<file path="src/rtl/fifo_rt_pkg.sv">
package fifo_rt_pkg;
    typedef enum logic [1:0] {
        LVL_EMPTY = 2'd0,
        LVL_LOWER = 2'd1,
        LVL_UPPER = 2'd2,
        LVL_FULL  = 2'd3
    } level_e;
endpackage

</file>
<file path="src/rtl/fifo_ptrs.sv">
module fifo_ptrs #(
    parameter int DEPTH = 256,
    localparam int AW = $clog2(DEPTH)
) (
    input  logic          clk,
    input  logic          rst_n,
    input  logic          wr_go,
    input  logic          rd_go,
    input  logic          rewind,
    output logic [AW-1:0] wr_addr,
    output logic [AW-1:0] rd_addr,
    output logic [AW:0]   occ,
    output logic [AW:0]   occ_next
);
    localparam logic [AW:0] CAP = (AW+1)'(DEPTH);

    logic [AW:0] wr_q, rd_q, wr_d, rd_d;

    always_comb begin
        wr_d = wr_q + {{AW{1'b0}}, wr_go};
        rd_d = rewind ? '0 : rd_q + {{AW{1'b0}}, rd_go};
    end

    always_ff @(posedge clk or negedge rst_n) begin
        if (!rst_n) begin
            wr_q <= '0;
            rd_q <= '0;
        end else begin
            wr_q <= wr_d;
            rd_q <= rd_d;
        end
    end

    assign wr_addr  = wr_q[AW-1:0];
    assign rd_addr  = rd_q[AW-1:0];
    assign occ      = wr_q - rd_q;
    assign occ_next = wr_d - rd_d;


    occ_bound_chk: assert property (@(posedge clk) disable iff (!rst_n)
        occ <= CAP);


    rewind_chk: assert property (@(posedge clk) disable iff (!rst_n)
        rewind |=> (rd_q == '0) && $stable(wr_q));
endmodule

</file>
<file path="src/rtl/fifo_level_fsm.sv">
module fifo_level_fsm
    import fifo_rt_pkg::*;
#(
    parameter int DEPTH = 256,
    localparam int AW = $clog2(DEPTH)
) (
    input  logic        clk,
    input  logic        rst_n,
    input  logic [AW:0] occ_next,
    output logic        empty,
    output logic        full,
    output logic        half_full
);
    localparam logic [AW:0] CAP  = (AW+1)'(DEPTH);
    localparam logic [AW:0] HALF = (AW+1)'(DEPTH / 2);

    level_e state_q, state_d;

    always_comb begin
        if (occ_next == '0)       state_d = LVL_EMPTY;
        else if (occ_next == CAP) state_d = LVL_FULL;
        else if (occ_next > HALF) state_d = LVL_UPPER;
        else                      state_d = LVL_LOWER;
    end

    always_ff @(posedge clk or negedge rst_n) begin
        if (!rst_n) state_q <= LVL_EMPTY;
        else        state_q <= state_d;
    end

    always_comb begin
        empty     = 1'b0;
        full      = 1'b0;
        half_full = 1'b0;
        unique case (state_q)
            LVL_EMPTY: empty = 1'b1;
            LVL_LOWER: ;
            LVL_UPPER: half_full = 1'b1;
            LVL_FULL: begin
                full      = 1'b1;
                half_full = 1'b1;
            end
            default: ;
        endcase
    end


    flag_excl_chk: assert property (@(posedge clk) disable iff (!rst_n)
        !(empty && full));
endmodule

</file>
<file path="src/rtl/fifo_store.sv">
module fifo_store #(
    parameter int WIDTH = 9,
    parameter int DEPTH = 256,
    localparam int AW = $clog2(DEPTH)
) (
    input  logic             clk,
    input  logic             rst_n,
    input  logic             we,
    input  logic [AW-1:0]    waddr,
    input  logic [WIDTH-1:0] din,
    input  logic             re,
    input  logic [AW-1:0]    raddr,
    output logic [WIDTH-1:0] dout
);
    logic [WIDTH-1:0] mem [DEPTH];

    always_ff @(posedge clk) begin
        if (we) mem[waddr] <= din;
    end

    always_ff @(posedge clk or negedge rst_n) begin
        if (!rst_n)  dout <= '0;
        else if (re) dout <= mem[raddr];
    end


    hold_dout_chk: assert property (@(posedge clk) disable iff (!rst_n)
        !re |=> $stable(dout));
endmodule

</file>
<file path="src/rtl/fifo_rt_hf.sv">
module fifo_rt_hf #(
    parameter int WIDTH = 9,
    parameter int DEPTH = 256
) (
    input  logic             clk,
    input  logic             rst_n,
    input  logic             wr_n,
    input  logic             rd_n,
    input  logic             rexmit_n,
    input  logic [WIDTH-1:0] din,
    output logic [WIDTH-1:0] dout,
    output logic             empty,
    output logic             full,
    output logic             half_full
);
    localparam int AW = $clog2(DEPTH);
    localparam logic [AW:0] HALF = (AW+1)'(DEPTH / 2);

    logic          wr_go, rd_go, rewind;
    logic [AW-1:0] wr_addr, rd_addr;
    logic [AW:0]   occ, occ_next;

    initial begin
        depth_legal_chk: assert (DEPTH == 256 || DEPTH == 512 || DEPTH == 1024)
            else $error("unsupported DEPTH %0d", DEPTH);
    end

    assign rewind = !rexmit_n;
    assign wr_go  = !wr_n && !full && rexmit_n;
    assign rd_go  = !rd_n && !empty && rexmit_n;

    fifo_ptrs #(.DEPTH(DEPTH)) u_ptrs (
        .clk(clk), .rst_n(rst_n), .wr_go(wr_go), .rd_go(rd_go),
        .rewind(rewind), .wr_addr(wr_addr), .rd_addr(rd_addr),
        .occ(occ), .occ_next(occ_next)
    );

    fifo_level_fsm #(.DEPTH(DEPTH)) u_fsm (
        .clk(clk), .rst_n(rst_n), .occ_next(occ_next),
        .empty(empty), .full(full), .half_full(half_full)
    );

    fifo_store #(.WIDTH(WIDTH), .DEPTH(DEPTH)) u_store (
        .clk(clk), .rst_n(rst_n), .we(wr_go), .waddr(wr_addr), .din(din),
        .re(rd_go), .raddr(rd_addr), .dout(dout)
    );


    half_full_chk: assert property (@(posedge clk) disable iff (!rst_n)
        half_full == (occ > HALF));


    no_overflow_chk: assert property (@(posedge clk) disable iff (!rst_n)
        (full && !wr_n && rd_n && rexmit_n) |=> full && $stable(occ));


    rexmit_hold_chk: assert property (@(posedge clk) disable iff (!rst_n)
        !rexmit_n |=> $stable(dout));
endmodule

</file>
<file path="config.mk">
export PLATFORM = sky130hd
export DESIGN_NAME = fifo_rt_hf
export DESIGN_NICKNAME = d
export VERILOG_FILES = /design/src/rtl/fifo_rt_pkg.sv /design/src/rtl/fifo_ptrs.sv /design/src/rtl/fifo_level_fsm.sv /design/src/rtl/fifo_store.sv /design/src/rtl/fifo_rt_hf.sv
export SDC_FILE = /design/constraint.sdc
export NUM_CORES = 2
export LEC_CHECK = 0
export ABC_AREA = 0
export BUFFER_PORTS_ARGS = -buffer_cell sky130_fd_sc_hd__buf_2
export CAP_MARGIN = 0
export CORE_MARGIN = 1.5
export CORE_UTILIZATION = 61
export CTS_CLUSTER_DIAMETER = 100
export CTS_CLUSTER_SIZE = 8
export DETAILED_ROUTE_END_ITERATION = 8
export PLACE_DENSITY = 0.77
export SETUP_SLACK_MARGIN = 0.02
export SYNTH_ARGS = -nofsm -noshare
export SYNTH_HDL_FRONTEND = slang
export SYNTH_HIERARCHICAL = 1
export SYNTH_SLANG_ARGS = --single-unit
</file>
<file path="constraint.sdc">
create_clock -name clk -period 9.29 [get_ports clk]
set_input_delay 0.929 -clock clk [delete_from_list [all_inputs] [get_ports clk]]
set_output_delay 0.929 -clock clk [all_outputs]
set_load 0.005 [all_outputs]
</file>
-- Yosys cells after proc, flatten, opt, wreduce, memory -nomap -nowiden
Memories as Yosys holds them, arrays and structs flattened. A register that Yosys moved wholly into a read port is not among the register bits.
Index checks and enable logic that the tools add are counted.
- input bits: 14
- register bits: 20
- word-level logic and storage cells: 32
- RAM bits: 2304
- memories: 1
- output and inout bits: 12
- memory list (name ; depth ; width ; read ports ; clocked after Yosys merged registers in ; wr ports ; line ; RTL):
    u_store.mem ; 256 ; 9 ; 1 ; 1 ; 1 ; fifo_store.sv:15 ; logic [WIDTH-1:0] mem [DEPTH];
- multiplexer cells: 9
- eq/ne operators: 3
- $add $sub $neg: 3
- reductions and logical operators: 12
- $lt $le $gt $ge: 1
- operators by type and width (kind ; count):
    adder 9 x 1 -> 9 bit ; 2
    == test 9 bit (second input constant) ; 1
    > comparator 9 x 8 -> 1 bit (second input constant) ; 1
    zero test 9 bit ; 1
    two-way mux 9 bit ; 1
    subtractor 9 bit ; 1
    two-way mux 2 bit ; 3
    zero test 1 bit ; 5
    two-way mux 1 bit ; 5
    == test 2 bit (second input constant) ; 2
    logical AND 1 bit ; 4
    zero test 2 bit ; 1
    OR reduction 2 bit ; 1

-- Logic depth before layout (Yosys ltp)
- depth in word-level cells: 12
- depth in mapped cells: 15
- mapped depth without buffers: 15

-- By module
The synthesis kept the hierarchy.
- modules (own cells, without submodules) (module ; seq. area each (um2) ; cells each ; area an instance (um2) ; times used):
    fifo_store ; 69411.6 ; 4246 ; 89847.4 ; 1
    fifo_ptrs ; 450.4 ; 211 ; 1830.5 ; 1
    fifo_level_fsm ; 50.0 ; 12 ; 117.6 ; 1
    fifo_rt_hf ; 0.0 ; 3 ; 28.8 ; 1

-- Least setup slack after synthesis
No wires, ideal clock.
- path type: input to register
- start point: input rd_n
- end point: register u_fsm.state_q[0]
- slack: 5485 ps
- setup time: 127 ps
- data required time: 9163 ps
- buffers on the path: 0
- cell stages on the path: 14
- arrival time: 3678 ps
- path through: nor3b_2 ha_1 ha_1 nand3_4 xnor2_1 or2_2 ha_1 a21o_1 a21oi_1 nor2b_1 nor3_1 nand3_1 xor2_1 mux2_1
- cells in the longest elaborated chain, start to end: 10
- elaborated cells on any way between the ends: 12
- those cells by class: 2 x add/sub; 1 x order compare; 1 x eq/ne; 4 x mux; 4 x reduce/logical
- RTL lines (element ; line ; RTL):
    start: declaration ; fifo_rt_hf.sv:8 ; input logic rd_n,
    zero test 1 bit (*) ; fifo_rt_hf.sv:30 ; assign rd_go = !rd_n && !empty && rexmit_n;
    logical AND 1 bit (*) (2 in series) ; fifo_rt_hf.sv:30 ;
    adder 9 x 1 -> 9 bit (*) ; fifo_ptrs.sv:21 ; rd_d = rewind ? '0 : rd_q + {{AW{1'b0}}, rd_go};
    two-way mux 9 bit (*) ; fifo_ptrs.sv:21 ;
    subtractor 9 bit (*) ; fifo_ptrs.sv:37 ; assign occ_next = wr_d - rd_d;
    named net occ_next[7] ; fifo_rt_hf.sv:21 ; logic [AW:0] occ, occ_next;
    > comparator 9 x 8 -> 1 bit ; fifo_level_fsm.sv:22 ; else if (occ_next > HALF) state_d = LVL_UPPER;
    two-way mux 2 bit ; fifo_level_fsm.sv:22 ;
    two-way mux 2 bit ; fifo_level_fsm.sv:21 ; else if (occ_next == CAP) state_d = LVL_FULL;
    two-way mux 2 bit (*) ; fifo_level_fsm.sv:20 ; if (occ_next == '0) state_d = LVL_EMPTY;
    named net u_fsm.state_d[0] ; fifo_level_fsm.sv:17 ; level_e state_q, state_d;
    end signal: assignment ; fifo_level_fsm.sv:28 ; else state_q <= state_d;
    end: declaration ; fifo_level_fsm.sv:17 ;
The timed path passes the listed nets; every way through them passes the cells marked *.

==> metrics <==
number of DRC markers after the initial detailed-route iteration 7946; worst slew slack as a fraction of its limit -0.06665; average via count per standard cell 7.303; leading cell types in the layout, fill and taps excluded sky130_fd_sc_hd__edfxtp_1, sky130_fd_sc_hd__mux4_2, sky130_fd_sc_hd__clkbuf_16, sky130_fd_sc_hd__nor2_1, sky130_fd_sc_hd__mux2i_1; initial core utilization 0.6168; root cell of the clock tree sky130_fd_sc_hd__clkbuf_16; WL final 241200 um; wire length of the first global-routing pass 343900 um; gr busiest metal met2; area of the placeable core 0.1482 mm2; H-tree depth 5; Final #Nets 4617; routing usage on met1 0.4423; initial antenna violation count 8; placed instance area 0.09295 mm2; GRT met2 Usage 0.4859; number of nets with antenna violations after detailed routing 0; die width 390.1 um; Max-Cap Viols 1; status complete, but fails checks; Pre-antenna DRT Iters 8; area growth from synthesis to final layout 11.51%; kind of start point of the critical path register; maximum clock path buffer count 4; number of cells upsized or downsized after cts 0; routing usage on met3 0.08331; chip height 390.1 um; CTS tree done; R2R depth 8; worst min-delay path category input pin to asynchronous set/reset pin; post-layout minimum cycle time a little over 5 ns; Cell Rows 141; arrival time of the worst setup path approximately 6.0 ns; crit end category register; transition at the pin with the smallest max-transition slack 1.560 ns; final number of hold-violating endpoints 0; remaining global-route overflow 0; FF-to-FF setup slack 4.10 ns; power density normalized to cell area about 240 mW/mm2; fraction of final layout cells with drive strength greater than 1 0.2152; GRT Resource Usage Total 0.3206; number of standard cells after synthesis 4408; leakage power 31.23 nW; final std cell area, no fill 0.1019 mm2; number of buffers created by CTS 341; later-pin clock latency in the skew report 0.92 ns; Clock Pin Slew Worst Setup and Hold Paths around 0.060 ns; RSZ-0062 raised after global routing no; maximum fanout count along the critical path between 90 and 100; Mapped Nets about 4400; count of pins over their slew limit 2; Post-Synthesis Mean Instance Area 20.73 um2; maximum ir drop on the vdd rail 0.0002005 V; required arrival time at the worst endpoint 10.09 ns; Post-CTS Repair Setup Buffers 0; timing startpoint of the critical path u_ptrs/rd_q[0]$_DFF_PN0_; failing checks capacitance limit, slew limit; detailed placer's ending HPWL roughly 140000 um; worst clock skew 0.04620 ns; post-synthesis cell area 0.09140 mm2; IO buf count 25; DRC violations left 0; commonest non-fill, non-tap cell in the layout sky130_fd_sc_hd__edfxtp_1; Via Count roughly 48000; YS warnings 6; final routed wire length divided by cell count 36.69 um; final worst path period share 0.5589; final weighted congestion in routability-driven placement 0.9284; destination of the critical timing path u_store/dout[1]$_DFFE_PN0P_; count of final setup violators 0; pin count of the biggest net entering global routing 138; overall die area roughly 0.15 mm2; destination of the worst register-to-register timing path u_store/dout[1]$_DFFE_PN0P_; Setup TNS Final 0 ns; I/O pin count 26; Max Clock Freq 0.1926 GHz; Design Power 0.02452 W; number of global-route vias before repair between 40000 and 50000; Crit Path Class register to register; clock sinks 2333; beginning of the worst register-to-register path u_ptrs/rd_q[0]$_DFF_PN0_; total of hold buffers inserted after clock tree synthesis 0; hold_ws around 0.13 ns
==> cell type report <==
| cell class | instances | area (um2) |
|---|---|---|
| clock buffer | 389 | 8905 |
| fill | 8486 | 46280 |
| timing repair buffer | 111 | 927.1 |
| inverter | 28 | 121.4 |
| sequential | 2333 | 69930 |
| antenna | 3 | 7.507 |
| clock inverter | 6 | 55.05 |
| multi-input combinational | 1775 | 19560 |
| tap | 1930 | 2415 |
==> where the power goes <==
group	switching (W)	total, W	internal (W)	leakage (nW)
logic	0.00118	0.00201	0.000833	5.77
clock network	0.00410	0.0107	0.00661	4.39
registers	0.000138	0.0118	0.0117	21.1
total	0.00542	0.0245	0.0191	31.2
==> sequential cells by signal, summed over array words and instances (netlist names) <==
| signal | count |
|---|---|
| u_store/mem | 2304 |
| u_ptrs/rd_q | 9 |
| u_ptrs/wr_q | 9 |
| u_store/dout | 9 |
| u_fsm/state_q | 2 |
==> per-stage QoR <==
step / instances / setup WS (ns) / util
floorplan: 4408 / 5.486 / -
global placement: 6175 / 4.324 / 0.6271
detailed placement: 6177 / 4.344 / 0.6272
CTS: 6572 / 4.279 / 0.6877
global route: 6572 / 3.994 / 0.6877
finish: 6575 / 4.098 / 0.6877
==> worst min path at each step <==
stage,start,end,slack (ns),cells past startpoint
after floorplan,u_ptrs/wr_q[8]$_DFF_PN0_,u_ptrs/wr_q[8]$_DFF_PN0_,0.44,1
after global placement,u_ptrs/wr_q[8]$_DFF_PN0_,u_ptrs/wr_q[8]$_DFF_PN0_,0.50,1
after detailed placement,u_ptrs/wr_q[8]$_DFF_PN0_,u_ptrs/wr_q[8]$_DFF_PN0_,0.51,1
after CTS,rst_n,u_ptrs/rd_q[7]$_DFF_PN0_,0.11,1
after global routing,rst_n,u_ptrs/rd_q[7]$_DFF_PN0_,0.16,1
final,rst_n,u_ptrs/wr_q[1]$_DFF_PN0_,0.13,1
==> routing by layer <==
layer,wire length (um),share of wire,vias to the layer above
met2,112500,0.47,4028
met5,12,0.000050,-
li1,-,-,18557
met4,13070,0.054,2
met3,32170,0.13,747
met1,83480,0.35,24684
==> critical path: stages (launching register included) <==
cell,delay [ns]
sky130_fd_sc_hd__dfrtp_4,1.07
sky130_fd_sc_hd__buf_12,0.61
sky130_fd_sc_hd__buf_12,0.51
sky130_fd_sc_hd__mux4_2,0.65
sky130_fd_sc_hd__o22ai_1,0.24
sky130_fd_sc_hd__nor3_1,0.16
sky130_fd_sc_hd__nor3_1,0.93
sky130_fd_sc_hd__nor3_1,0.11
sky130_fd_sc_hd__a211o_1,0.31
Power figures use the tool's default switching activity.
